## src/rtl/vic_pkg.sv

```systemverilog
package vic_pkg;
    localparam int NSRC = 26;
    localparam int IW   = $clog2(NSRC);
    localparam int DW   = 32;
    localparam int AW   = 3;
    localparam int GRP  = 6;

    localparam logic [31:0] SLOT_FIRST  = 32'h0000_0020;
    localparam logic [31:0] SLOT_STRIDE = 32'h0000_0020;
    localparam logic [31:0] SLOT_BYTES  = 32'h0000_0004;
    localparam logic [31:0] ENTRY_ADDR  = 32'h0000_0018;
    localparam logic [31:0] PC_AHEAD    = 32'h0000_0008;
    localparam logic [31:0] BRANCH_BASE = 32'hEA00_0000;

    typedef enum logic [AW-1:0] {
        SEL_CTRL = 3'd0,
        SEL_PEND = 3'd1,
        SEL_MODE = 3'd2,
        SEL_MASK = 3'd3,
        SEL_SVC  = 3'd4,
        SEL_ICLR = 3'd5,
        SEL_FCLR = 3'd6
    } reg_sel_e;

    typedef enum logic [0:0] {
        SVC_IDLE = 1'b0,
        SVC_HOLD = 1'b1
    } svc_state_e;

    typedef struct packed {
        logic fiq_en;
        logic irq_en;
        logic vec_en;
    } ctrl_t;
endpackage

```

## src/rtl/vic_src_bank.sv

```systemverilog
module vic_src_bank #(
    parameter int NSRC = vic_pkg::NSRC
) (
    input  logic            clk,
    input  logic            rst_n,
    input  logic [NSRC-1:0] req,
    input  logic [NSRC-1:0] clr,
    input  logic            mode_we,
    input  logic            mask_we,
    input  logic [NSRC:0]   wdata,
    output logic [NSRC-1:0] pend,
    output logic [NSRC-1:0] mode,
    output logic [NSRC:0]   mask,
    output logic [NSRC-1:0] irq_cand,
    output logic [NSRC-1:0] fiq_cand
);
    always_ff @(posedge clk or negedge rst_n) begin
        if (!rst_n) begin
            pend <= '0;
            mode <= '0;
            mask <= '1;
        end else begin
            pend <= (pend & ~clr) | req;
            if (mode_we) mode <= wdata[NSRC-1:0];
            if (mask_we) mask <= wdata;
        end
    end

    always_comb begin
        irq_cand = pend & ~mask[NSRC-1:0] & ~mode;
        fiq_cand = pend & ~mask[NSRC-1:0] &  mode;
    end
endmodule

```

## src/rtl/vic_svc_fsm.sv

```systemverilog
module vic_svc_fsm #(
    parameter int NSRC = vic_pkg::NSRC,
    parameter int IW   = vic_pkg::IW
) (
    input  logic                 clk,
    input  logic                 rst_n,
    input  logic                 take,
    input  logic                 release_req,
    input  logic                 win_valid,
    input  logic [IW-1:0]        win_idx,
    output vic_pkg::svc_state_e  state,
    output logic [NSRC-1:0]      svc_vec
);
    import vic_pkg::*;

    svc_state_e  nxt;
    logic [IW-1:0] held_q;

    always_ff @(posedge clk or negedge rst_n) begin
        if (!rst_n) begin
            state  <= SVC_IDLE;
            held_q <= '0;
        end else begin
            state <= nxt;
            if (state == SVC_IDLE && take) held_q <= win_idx;
        end
    end

    always_comb begin
        nxt = state;
        unique case (state)
            SVC_IDLE: if (take)        nxt = SVC_HOLD;
            SVC_HOLD: if (release_req) nxt = SVC_IDLE;
            default:                   nxt = SVC_IDLE;
        endcase
    end

    always_comb begin
        svc_vec = '0;
        unique case (state)
            SVC_IDLE: if (win_valid && (int'(win_idx) < NSRC)) svc_vec[win_idx] = 1'b1;
            SVC_HOLD: if (int'(held_q) < NSRC)                 svc_vec[held_q]  = 1'b1;
            default:  svc_vec = '0;
        endcase
    end
endmodule

```

## src/rtl/vic_vec_gen.sv

```systemverilog
module vic_vec_gen #(
    parameter int          IW          = vic_pkg::IW,
    parameter int          GRP         = vic_pkg::GRP,
    parameter logic [31:0] SLOT_FIRST  = vic_pkg::SLOT_FIRST,
    parameter logic [31:0] SLOT_STRIDE = vic_pkg::SLOT_STRIDE,
    parameter logic [31:0] SLOT_BYTES  = vic_pkg::SLOT_BYTES,
    parameter logic [31:0] ENTRY_ADDR  = vic_pkg::ENTRY_ADDR,
    parameter logic [31:0] PC_AHEAD    = vic_pkg::PC_AHEAD,
    parameter logic [31:0] BRANCH_BASE = vic_pkg::BRANCH_BASE
) (
    input  logic          drive,
    input  logic [IW-1:0] win_idx,
    input  logic [31:0]   mem_rdata,
    output logic [31:0]   instr_rdata
);
    localparam int TAB = 1 << IW;

    logic [31:0] op_tab [TAB];

    for (genvar g = 0; g < TAB; g++) begin : g_slot
        localparam logic [31:0] SLOT_ADDR = SLOT_FIRST
                                          + 32'(g / GRP) * SLOT_STRIDE
                                          + 32'(g % GRP) * SLOT_BYTES;
        assign op_tab[g] = BRANCH_BASE + ((SLOT_ADDR - ENTRY_ADDR - PC_AHEAD) >> 2);
    end

    always_comb begin
        instr_rdata = drive ? op_tab[win_idx] : mem_rdata;
    end
endmodule

```

## src/rtl/vic_core.sv

```systemverilog
module vic_core #(
    parameter int NSRC = vic_pkg::NSRC,
    parameter int IW   = vic_pkg::IW,
    parameter int DW   = vic_pkg::DW,
    parameter int AW   = vic_pkg::AW
) (
    input  logic            clk,
    input  logic            rst_n,
    input  logic [NSRC-1:0] src_req,
    input  logic            reg_wr,
    input  logic [AW-1:0]   reg_addr,
    input  logic [DW-1:0]   reg_wdata,
    output logic [DW-1:0]   reg_rdata,
    output logic [NSRC-1:0] irq_cand,
    input  logic            win_valid,
    input  logic [IW-1:0]   win_idx,
    input  logic            vec_fetch,
    input  logic [DW-1:0]   mem_rdata,
    output logic [DW-1:0]   instr_rdata,
    output logic            irq,
    output logic            fiq
);
    import vic_pkg::*;

    ctrl_t           ctrl_q;
    logic [NSRC-1:0] pend_q;
    logic [NSRC-1:0] mode_q;
    logic [NSRC:0]   mask_q;
    logic [NSRC-1:0] fiq_cand;
    logic [NSRC-1:0] clr_vec;
    logic [NSRC-1:0] svc_vec;
    svc_state_e      svc_state;
    logic            iclr_wr;
    logic            fclr_wr;
    logic            take;
    logic            drive_vec;

    always_comb begin
        iclr_wr   = reg_wr && (reg_addr == SEL_ICLR);
        fclr_wr   = reg_wr && (reg_addr == SEL_FCLR);
        clr_vec   = (iclr_wr || fclr_wr) ? reg_wdata[NSRC-1:0] : '0;
        take      = vec_fetch && ctrl_q.irq_en && win_valid && (svc_state == SVC_IDLE);
        drive_vec = take && ctrl_q.vec_en;
    end

    always_ff @(posedge clk or negedge rst_n) begin
        if (!rst_n) begin
            ctrl_q <= '0;
        end else if (reg_wr && reg_addr == SEL_CTRL) begin
            ctrl_q <= ctrl_t'(reg_wdata[2:0]);
        end
    end

    vic_src_bank #(.NSRC(NSRC)) u_bank (
        .clk      (clk),
        .rst_n    (rst_n),
        .req      (src_req),
        .clr      (clr_vec),
        .mode_we  (reg_wr && reg_addr == SEL_MODE),
        .mask_we  (reg_wr && reg_addr == SEL_MASK),
        .wdata    (reg_wdata[NSRC:0]),
        .pend     (pend_q),
        .mode     (mode_q),
        .mask     (mask_q),
        .irq_cand (irq_cand),
        .fiq_cand (fiq_cand)
    );

    vic_svc_fsm #(.NSRC(NSRC), .IW(IW)) u_fsm (
        .clk         (clk),
        .rst_n       (rst_n),
        .take        (take),
        .release_req (iclr_wr),
        .win_valid   (win_valid),
        .win_idx     (win_idx),
        .state       (svc_state),
        .svc_vec     (svc_vec)
    );

    vic_vec_gen #(.IW(IW)) u_vec (
        .drive       (drive_vec),
        .win_idx     (win_idx),
        .mem_rdata   (mem_rdata),
        .instr_rdata (instr_rdata)
    );

    always_comb begin
        irq = ctrl_q.irq_en && !mask_q[NSRC] && (|irq_cand);
        fiq = ctrl_q.fiq_en && !mask_q[NSRC] && (|fiq_cand);
    end

    always_comb begin
        reg_rdata = '0;
        case (reg_addr)
            SEL_CTRL: reg_rdata[2:0]      = ctrl_q;
            SEL_PEND: reg_rdata[NSRC-1:0] = pend_q;
            SEL_MODE: reg_rdata[NSRC-1:0] = mode_q;
            SEL_MASK: reg_rdata[NSRC:0]   = mask_q;
            SEL_SVC:  reg_rdata[NSRC-1:0] = svc_vec;
            default:  reg_rdata = '0;
        endcase
    end
endmodule

```

## config.mk

```make
export PLATFORM = sky130hd
export DESIGN_NAME = vic_core
export DESIGN_NICKNAME = d
export VERILOG_FILES = /design/src/rtl/vic_pkg.sv /design/src/rtl/vic_src_bank.sv /design/src/rtl/vic_svc_fsm.sv /design/src/rtl/vic_vec_gen.sv /design/src/rtl/vic_core.sv
export SDC_FILE = /design/constraint.sdc
export NUM_CORES = 1
export LEC_CHECK = 0
export BUFFER_PORTS_ARGS = -buffer_cell sky130_fd_sc_hd__buf_4
export CAP_MARGIN = 20
export CELL_PAD_IN_SITES_DETAIL_PLACEMENT = 1
export CELL_PAD_IN_SITES_GLOBAL_PLACEMENT = 1
export CORE_UTILIZATION = 41
export DETAILED_ROUTE_END_ITERATION = 8
export PLACE_DENSITY = 0.88
export SYNTH_ARGS = -nofsm -noshare
export SYNTH_HDL_FRONTEND = slang
export SYNTH_SLANG_ARGS = --single-unit
```

## constraint.sdc

```tcl
create_clock -name clk -period 5 [get_ports clk]
set_clock_uncertainty 0.05 [all_clocks]
set_input_delay 0.5 -clock clk [delete_from_list [all_inputs] [get_ports clk]]
set_output_delay 0.5 -clock clk [all_outputs]
set_load 0.02 [all_outputs]
```

== Word-level counts from Yosys, hierarchy flattened ==
Memory sizes are Yosys's and may differ from the RTL's.
Index checks and enable logic that the tools add are counted.
Storage, ports and cells
  ROM bits: 1024
  input port bits: 103
  word-level logic and storage cells: 71
  memories: 1
  flip-flop bits (word level): 88
  output and inout port bits: 92
Memory list
  (name not given): depth 32, bits a word 32, rd ports 1, clocked after memory_dff 0, write ports 0, line vic_vec_gen.sv:28  | instr_rdata = drive ? op_tab[win_idx] : mem_rdata;
Operators by class
  eq/ne operators: 6
  bitwise gates (word level): 10
  magnitude comparators: 7
  muxes and demuxes: 17
  reductions and logical operators: 22
Operators by type and width (number)
  26-bit AND: 4
  32-bit 2-to-1 mux: 3
  23-bit case mux with 4 select lines: 1
  26-bit 2-to-1 mux: 3
  26-bit inverter: 3
  26-bit case mux with 2 select lines: 1
  26-bit OR reduction: 2
  26-bit OR: 1
  1-bit logical AND: 17
  3-bit case mux with 5 select lines: 1
  5-bit by 6-bit less-than comparator with 1-bit output (second input constant): 2
  1-bit demux with 5-bit select: 2
  5-bit by 1-bit >= comparator with 1-bit output (second input constant): 2
  5-bit less-than comparator (second input constant): 2
  3-bit equality test (second input constant): 3
  3-bit by 2-bit equality test with 1-bit output (second input constant): 2
  6-bit >= comparator (second input constant): 1
  5-bit inverter with 6-bit output: 1
  1-bit 2-to-1 mux: 5
  3-bit by 1-bit equality test with 1-bit output (second input constant): 1
  3-bit zero test: 1
  1-bit case mux with 2 select lines: 1
  1-bit zero test: 1
  1-bit logical OR: 1
  1-bit inverter: 1

== Logic depth before layout (Yosys ltp) ==
Gate-level depths: netlist of run 1.
  word-level depth: 7
  gate-level depth with buffers: 8
  gate-level depth less buffers: 6

== Modules after synthesis ==
Synthesis of run 1 repeated with hierarchy kept, for this count alone.
Unflattened totals
  cell total of the unflattened synthesis: 532
  area, all modules: 5931.9 um^2
Modules (own cells, without submodules)
  vic_src_bank: sequential area each 2010.7 um^2, area each 3575.9 um^2, cells an instance 242, times used 1
  vic_core: sequential area each 75.1 um^2, area each 1201.2 um^2, cells an instance 146, times used 1
  vic_svc_fsm: sequential area each 150.1 um^2, area each 729.4 um^2, cells an instance 81, times used 1
  vic_vec_gen: sequential area each 0.0 um^2, area each 425.4 um^2, cells an instance 63, times used 1

== Worst setup path before layout of run 1 ==
Ideal clock, no wire load.
  path type: input-to-output
  from: in win_idx[2]
  to: out reg_rdata[0]
  stages on the path: 6
  path buffers: 1
  data required time: 4.450 ns
  arrival time: 2.054 ns
  setup slack: 2.396 ns
  cells stage by stage: clkbuf_1 -> inv_1 -> ha_1 -> and3b_1 -> or4_1 -> o221ai_1
On the way
  cells in the longest elaborated chain, start to end: 7
  elaborated cells between the ends (all ways): 10
  classes of those cells: order compare: 3; mux: 5; reduce/logical: 2
Ends and longest elaborated chain
  start: declaration: line vic_core.sv:16  | input logic [IW-1:0] win_idx,
  5-bit by 6-bit less-than comparator with 1-bit output (not written as such) or 5-bit by 1-bit >= comparator with 1-bit output (tied branches): line vic_svc_fsm.sv:41  | SVC_IDLE: if (win_valid && (int'(win_idx) < NSRC)) svc_vec[win_idx] = 1'b1;
  1-bit logical AND (not written as such): line vic_svc_fsm.sv:41
  1-bit 2-to-1 mux (not written as such): line vic_svc_fsm.sv:41
  1-bit demux with 5-bit select
  26-bit 2-to-1 mux (*): line vic_svc_fsm.sv:41
  26-bit case mux with 2 select lines (*): line vic_svc_fsm.sv:40  | unique case (state)
  3-bit case mux with 5 select lines (*): line vic_core.sv:94  | case (reg_addr)
  end: declaration: line vic_core.sv:13  | output logic [DW-1:0] reg_rdata,
Every way passes the cells marked *; elsewhere a longest branch is shown, timed or not.

== Worst setup path in the final report of run 1 ==
  from: in reg_addr[0]
  to: out reg_rdata[6]
On the way
  cells in the longest elaborated chain, start to end: 2
  elaborated cells between the ends (all ways): 5
  classes of those cells: eq/ne: 4; mux: 1
Ends and longest elaborated chain
  start: declaration: line vic_core.sv:11  | input logic [AW-1:0] reg_addr,
  3-bit equality test, or another cell as far along: line vic_core.sv:94
  23-bit case mux with 4 select lines (*): line vic_core.sv:94
Marked as above.

==> impl_metrics.csv, run 1 <==
group,metric,value,unit
yosys,netlist.area_leader.share,27.48,%
global_route,grt_use_met2,47.21,%
job,maxCapViolCount,0,
yosys,syn-instance-count,537,
die,die_h,118.4,um
sta,slew_viol_final,0,
sta,maxSlewHeadroom,41.37,%
clock_network,cts.sinks,88,
setup_path,cp-start-kind,"primary input",
setup_path,crit_path_max_fanout,34,
clock_network,root_buffer,"clkbuf_16",
yosys,synthTopCellsByArea,"dfrtp_1 (27%), mux2_2 (17%), dfstp_2 (13%)",
routing,drt_iter0_markers,279,
setup_path,r2r_setup_slack,3.45,ns
placement,gp_congestion,0.8712,
setup_path,worstSetupPathType,"in -> out",
sta,min_period_over_period,60.86,%
setup_path,critPathCapture,"reg_rdata[6]",
cells_and_area,area_delta_synth_final,32.44,%
routing,post_drt_wl_per_cell,21.75,um
global_route,grt_busiest_layer,"met2",
setup_path,crit_start,"reg_addr[0]",
die,core,0.01324,mm^2
cells_and_area,final_nets,813,
hold_path,hp-class,"in -> async",
global_route,use_met1,36.61,%
sta,rsz0062_at_grt,"false",
pwr,irDropWorstVdd,0.2082,mV
die,num_rows,42,
cells_and_area,final_cells,887,
sta,finalSetupViolations,0,
routing,final_antenna_net_count,0,
sta,tns,0,ns
die,ioPinCount,195,
cells_and_area,finish.instance_area,0.007356,mm^2
global_route,grt_pass1_wl,30660,um
yosys,syn_area,0.005554,mm^2
routing,dr_total_vias,5170,
sta,worstMarginPinSlew,0.8773,ns
setup_path,arrival,2.49,ns
sta,hold_viol_final,0,
setup_path,cp-end-kind,"output port",
pwr,leakagePower,0.003125,uW
yosys,ys.flop_type,"dfrtp_1",
routing,viasPerCell,5.829,
global_route,grt_pass1_vias,5536,
clock_network,ctsHoldBuffers,0,
placement,portBuffers,184,
yosys,yosys.area.top_type,"dfrtp_1",
routing,drcViolationCount,0,
yosys,ys_seq_area_share,40.26,%
setup_path,cp.required,4.45,ns
cells_and_area,post-route-util,55.55,%
global_route,antenna_found_initial,0,
yosys,yosysUniqueCellTypes,54,
routing,routed_wl,19290,um
status,status,"finished clean",
setup_path,worst-r2r-cell-count,3,
placement,dp_cells,869,
yosys,ys_ff_latch,88,
die,dieArea,0.01402,mm^2
setup_path,timing.rr.start,"u_fsm.state$_DFF_PN0_",
routing,first_pass_iters,4,
clock_network,clk_pin_slew,0.06,ns
yosys,avgSynthCellArea,10.34,um^2
clock_network,cts_max_level,3,
global_route,track_usage,28.36,%
die,chipWidth,118.4,um
pwr,p_total,2695,uW
cells_and_area,insertedDiodeCount,0,
global_route,use_met3,4.488,%
clock_network,post_cts_resized,0,
placement,dpl_cell_area,0.007009,mm^2
yosys,ys_warn_count,0,
cells_and_area,drive_above_1_share,46.27,%
setup_path,r2r-end,"u_fsm.held_q[0]$_DFFE_PN0P_",
die,start_util,41.94,%
clock_network,cts_buffers,9,
clock_network,cts_setup_buffers,0,
pwr,pwr_density_cell,366.4,mW/mm^2
clock_network,cts_tree,"built",
global_route,gr-total-overflow,0,
sta,finalCriticalPeriod,3.043,ns
sta,fmax,0.3286,GHz
placement,hpwl,14370,um
global_route,grt_max_degree,89,
cells_and_area,fillers,1510,
clock_network,clk_latency,0.35,ns
yosys,async_flop_share,100.0,%
yosys,synth-edff-count,0,
clock_network,cts_buffer_depth,2,
yosys,yosysMostFrequentCell,"mux2_2",
yosys,synthTopCellsByCount,"mux2_2 (84), dfrtp_1 (61), nand2_1 (48)",
-- metrics by stage --
stage                     setup WS (ns)  hold WS [ns]
after floorplan                   2.396        0.1544
after global placement            1.953        0.4541
after detailed placement          1.769        0.4724
after CTS                         1.547        0.2577
after global routing              1.879        0.1108
final                             1.957       0.07758
-- layout by cell type, fill, tap and decap left out, drive strengths merged, types with 4 or more instances in the layout --
master	count
nand3b	30
clkbuf	10
nand2b	14
o221ai	13
ha	4
buf	189
dfstp	27
a221o	6
a21o	27
nor2b	6
nand4	12
and3	5
dfrtp	61
a21oi	4
o21ai	12
nor3b	28
nor2	14
a22oi	23
mux2	84
inv	11
nor4	9
nand2	48
and2	21
nor3	7
nand3	7
conb	5
-- where the power goes --
group	total, uW	switching (uW)	internal, uW
Combinational	953	503	450
Sequential	1040	158	881
Clock	702	299	403
-- state kept, by name, summed over array words and instances, names as in the netlist --
register,cells
u_bank.mode,26
u_bank.mask,27
u_bank.pend,26
ctrl_q,3
u_fsm.state,1
u_fsm.held_q,5
-- worst max-delay path: stages --
cell and delay, ns:
buf_4 0.27, or3b_1 0.59, nor2_1 0.20, nand3_1 0.26, o221ai_1 0.42, buf_4 0.22
-- cells by family (layout without fill, tap and decap cells) --
kind of cell,after synthesis,after routing,synth area share (%)
DFF,88,88,40.26
muxes,87,87,18.25
xor gates and xnor gates,1,1,0.1577
adders and majority gates,4,4,0.9011
AOI/OAI and AO/OA,98,98,13.22
and+or+nand+nor,214,214,23.14
other,1,5,0.06752
buffers and inverters,44,214,4.010
-- final cells by class --
type	instances	area, um^2	share of cell area, %
clock buffers	10	239.0	3.249
clock inverters	6	65.06	0.8845
inverters	9	33.78	0.4593
repair buffers	189	1446	19.66
well taps	176	220.2	2.994
flip-flops and latches	88	2236	30.40
multi-input cells	409	3115	42.35
-- per-layer routing --
| metal | vias up | routed length [um] |
|---|---|---|
| met2 | 183 | 9672 |
| met4 | 0 | 519 |
| met1 | 2618 | 8126 |
| met5 | - | 0 |
| li1 | 2329 | - |
| met3 | 40 | 974 |
-- how the worst min path moves through the flow --
stage	from	end	slack (ns)
5_1_grt	rst_n	u_bank.mode[12]$_DFFE_PN0P_	0.11
4_1_cts	src_req[18]	u_bank.pend[18]$_DFF_PN0_	0.26
3_3_place_gp	u_bank.pend[0]$_DFF_PN0_	u_bank.pend[0]$_DFF_PN0_	0.45
6_report	rst_n	u_bank.pend[12]$_DFF_PN0_	0.08
2_1_floorplan	rst_n	ctrl_q[0]$_DFFE_PN0P_	0.15
3_5_place_dp	u_bank.pend[16]$_DFF_PN0_	u_bank.pend[16]$_DFF_PN0_	0.47
No activity file was read; power rests on OpenSTA's default activity.
==> inputs of run 2 (changes only) <==
- ABC_AREA: default -> 1
- CORE_UTILIZATION: 41 -> 36
- PLACE_DENSITY: 0.88 -> 0.84
- clock period: 5 -> 2.8 ns (I/O delays scaled with it)
==> impl_metrics.csv, run 2 <==
group,metric,value,unit
status,status,"finished clean",
routing,routed_wl,20430,um
yosys,ys_seq_area_share,37.78,%
yosys,syn_area,0.005918,mm^2
pwr,leakagePower,0.004107,uW
routing,drcViolationCount,0,
yosys,async_flop_share,100.0,%
yosys,ys_ff_latch,88,
yosys,synth-edff-count,0,
sta,maxSlewHeadroom,28.25,%
clock_network,clk_latency,0.35,ns
yosys,yosysMostFrequentCell,"nand2_1",
routing,dr_total_vias,6276,
clock_network,cts_max_level,3,
sta,hold_viol_final,0,
yosys,netlist.area_leader.share,25.79,%
cells_and_area,final_nets,1139,
yosys,yosysUniqueCellTypes,38,
clock_network,cts.sinks,88,
sta,finalCriticalPeriod,2.478,ns
yosys,yosys.area.top_type,"dfrtp_1",
global_route,grt_pass1_vias,6074,
die,dieArea,0.01696,mm^2
sta,worstMarginPinSlew,1.073,ns
routing,first_pass_iters,5,
die,num_rows,46,
setup_path,max_stage_delay,0.41,ns
global_route,track_usage,24.42,%
cells_and_area,finish.instance_area,0.007740,mm^2
setup_path,cp-start-kind,"flop",
clock_network,cts_buffer_depth,2,
cells_and_area,reg_top3,"u_bank.mask: 27 flops, u_bank.mode: 26 flops, u_bank.pend: 26 flops",
global_route,grt_pass1_wl,31580,um
sta,setup_ws,0.3216,ns
pwr,p_total,4795,uW
sta,min_period_over_period,88.51,%
global_route,antenna_found_initial,0,
clock_network,cts_buffers,9,
job,maxCapViolCount,0,
placement,hpwl,15350,um
yosys,synthTopCellsByCount,"nand2_1 (218), inv_1 (170), nand3_1 (90)",
die,die_h,130.2,um
global_route,gr-total-overflow,0,
sta,finalSetupViolations,0,
die,chipWidth,130.2,um
setup_path,worstSetupPathType,"reg -> out",
global_route,grt_max_degree,57,
placement,dpl_cell_area,0.007407,mm^2
pwr,pwr_density_cell,619.5,mW/mm^2
sta,fmax,0.4035,GHz
setup_path,crit_path_max_fanout,16,
setup_path,cp-end-kind,"output port",
cells_and_area,layout_common_cells,"nand2_1 (218), buf_4 (191), inv_1 (168)",
placement,dp_slack,0.3212,ns
die,ioPinCount,195,
setup_path,crit_slowest_cell,"dfrtp_1",
placement,portBuffers,184,
cells_and_area,area_delta_synth_final,30.78,%
cells_and_area,top_register,"u_bank.mask",
hold_path,hp-class,"in -> reg",
routing,final_antenna_net_count,0,
die,start_util,37.12,%
yosys,avgSynthCellArea,6.890,um^2
setup_path,crit_path_frequent_cell,"clkinvlp_4",
sta,fin_hold_ws,0.05958,ns
cells_and_area,largest_register_ffs,27,
yosys,syn-instance-count,859,
cells_and_area,drive_above_1_share,27.29,%
pwr,irDropWorstVdd,0.3321,mV
sta,slew_viol_final,0,
clock_network,clk_pin_slew,0.07,ns
clock_network,cts_tree,"built",
clock_network,root_buffer,"clkbuf_16",
setup_path,arrival,2.15,ns
cells_and_area,insertedDiodeCount,0,
setup_path,cp.required,2.47,ns
sta,rsz0062_at_grt,"false",
yosys,ys.flop_type,"dfrtp_1",
setup_path,crit_chain,"clkinvlp_4 -> nand4_1 -> nor2_4 -> clkinvlp_4 -> o21ai_0 -> buf_4",
cells_and_area,final_cells,1253,
routing,post_drt_wl_per_cell,16.31,um
routing,viasPerCell,5.009,
die,core,0.01594,mm^2
placement,dp_cells,1235,
routing,drt_iter0_markers,235,
yosys,ys_warn_count,0,
yosys,synthTopCellsByArea,"dfrtp_1 (26%), nand2_1 (14%), dfstp_2 (12%)",
cells_and_area,final_common_cell,"nand2_1",
placement,gp_congestion,0.8906,
[run 2: path summary, 6_finish.rpt]
path,start,to,slack (ns),cells past startpoint
worst max-delay path,u_fsm.state$_DFF_PN0_,instr_rdata[5],0.32,6
worst min-delay path,src_req[5],u_bank.pend[5]$_DFF_PN0_,0.06,3
worst max register to register,u_fsm.state$_DFF_PN0_,u_fsm.held_q[4]$_DFFE_PN0P_,1.51,5
worst min register to register,u_bank.mask[10]$_DFFE_PN1P_,u_bank.mask[10]$_DFFE_PN1P_,0.43,2
max in group asynchronous,rst_n,u_bank.mask[8]$_DFFE_PN1P_,1.62,3
min in group asynchronous,rst_n,u_bank.pend[20]$_DFF_PN0_,0.37,2
[run 2: worst max-delay path, delay by kind of cell (launching register included)]
| family | cells | cell delay, ns |
|---|---|---|
| and+or+nand+nor | 2 | 0.47 |
| DFF | 1 | 0.41 |
| buffers and inverters | 3 | 0.67 |
| AOI/OAI and AO/OA | 1 | 0.25 |
[run 2: timing repair]
item,CTS,global route
gates resized for setup,0,4
hold buffers,1,0
endpoints found under the setup margin,4,27
endpoints found under the hold margin,24,0
pin swaps,0,0
buffers inserted,0,0
gates cloned,0,1
[run 2: logic make-up after synthesis]
logic type	after synthesis	synth area share, %
AND/OR/NAND/NOR	366	27.10
buffers and inverters	210	15.35
AO/OA/AOI/OAI	190	18.86
flip-flops	88	37.78
adder cells (fa/ha/maj)	4	0.8457
other	1	0.06336
[run 2: report_power, final]
part	internal, uW	switching, uW	leakage [uW]	total [uW]
Sequential	1530	201	0.000958	1730
Combinational	666	1140	0.00300	1810
Clock	702	556	0.000147	1260
Total	2900	1900	0.00411	4800
[run 2: cell type report]
| cell class | instances | area, um^2 |
|---|---|---|
| well taps | 216 | 270.3 |
| repair inverters | 1 | 7.507 |
| flip-flops and latches | 88 | 2236 |
| multi-input cells | 565 | 2794 |
| clock buffers | 9 | 225.2 |
| repair buffers | 193 | 1464 |
| inverters | 174 | 665.6 |
| clock inverters | 7 | 77.57 |
| fillers | 2111 | 8203 |
[run 2: layer usage]
layer  track usage [%]  wire, um  up-vias
met5                 0         0        -
met4             7.250       313        0
met3             3.321      1184       22
met2             42.83      9969      197
met1             31.12      8965     2980
li1                  -         -     3077
[run 2: through the flow]
stage / setup TNS, ns / utilization (%)
final: 0 / 48.55
after global routing: 0 / 48.55
after CTS: -0.08294 / 48.42
after detailed placement: 0 / 46.46
after global placement: 0 / 46.46
after floorplan: 0 / -
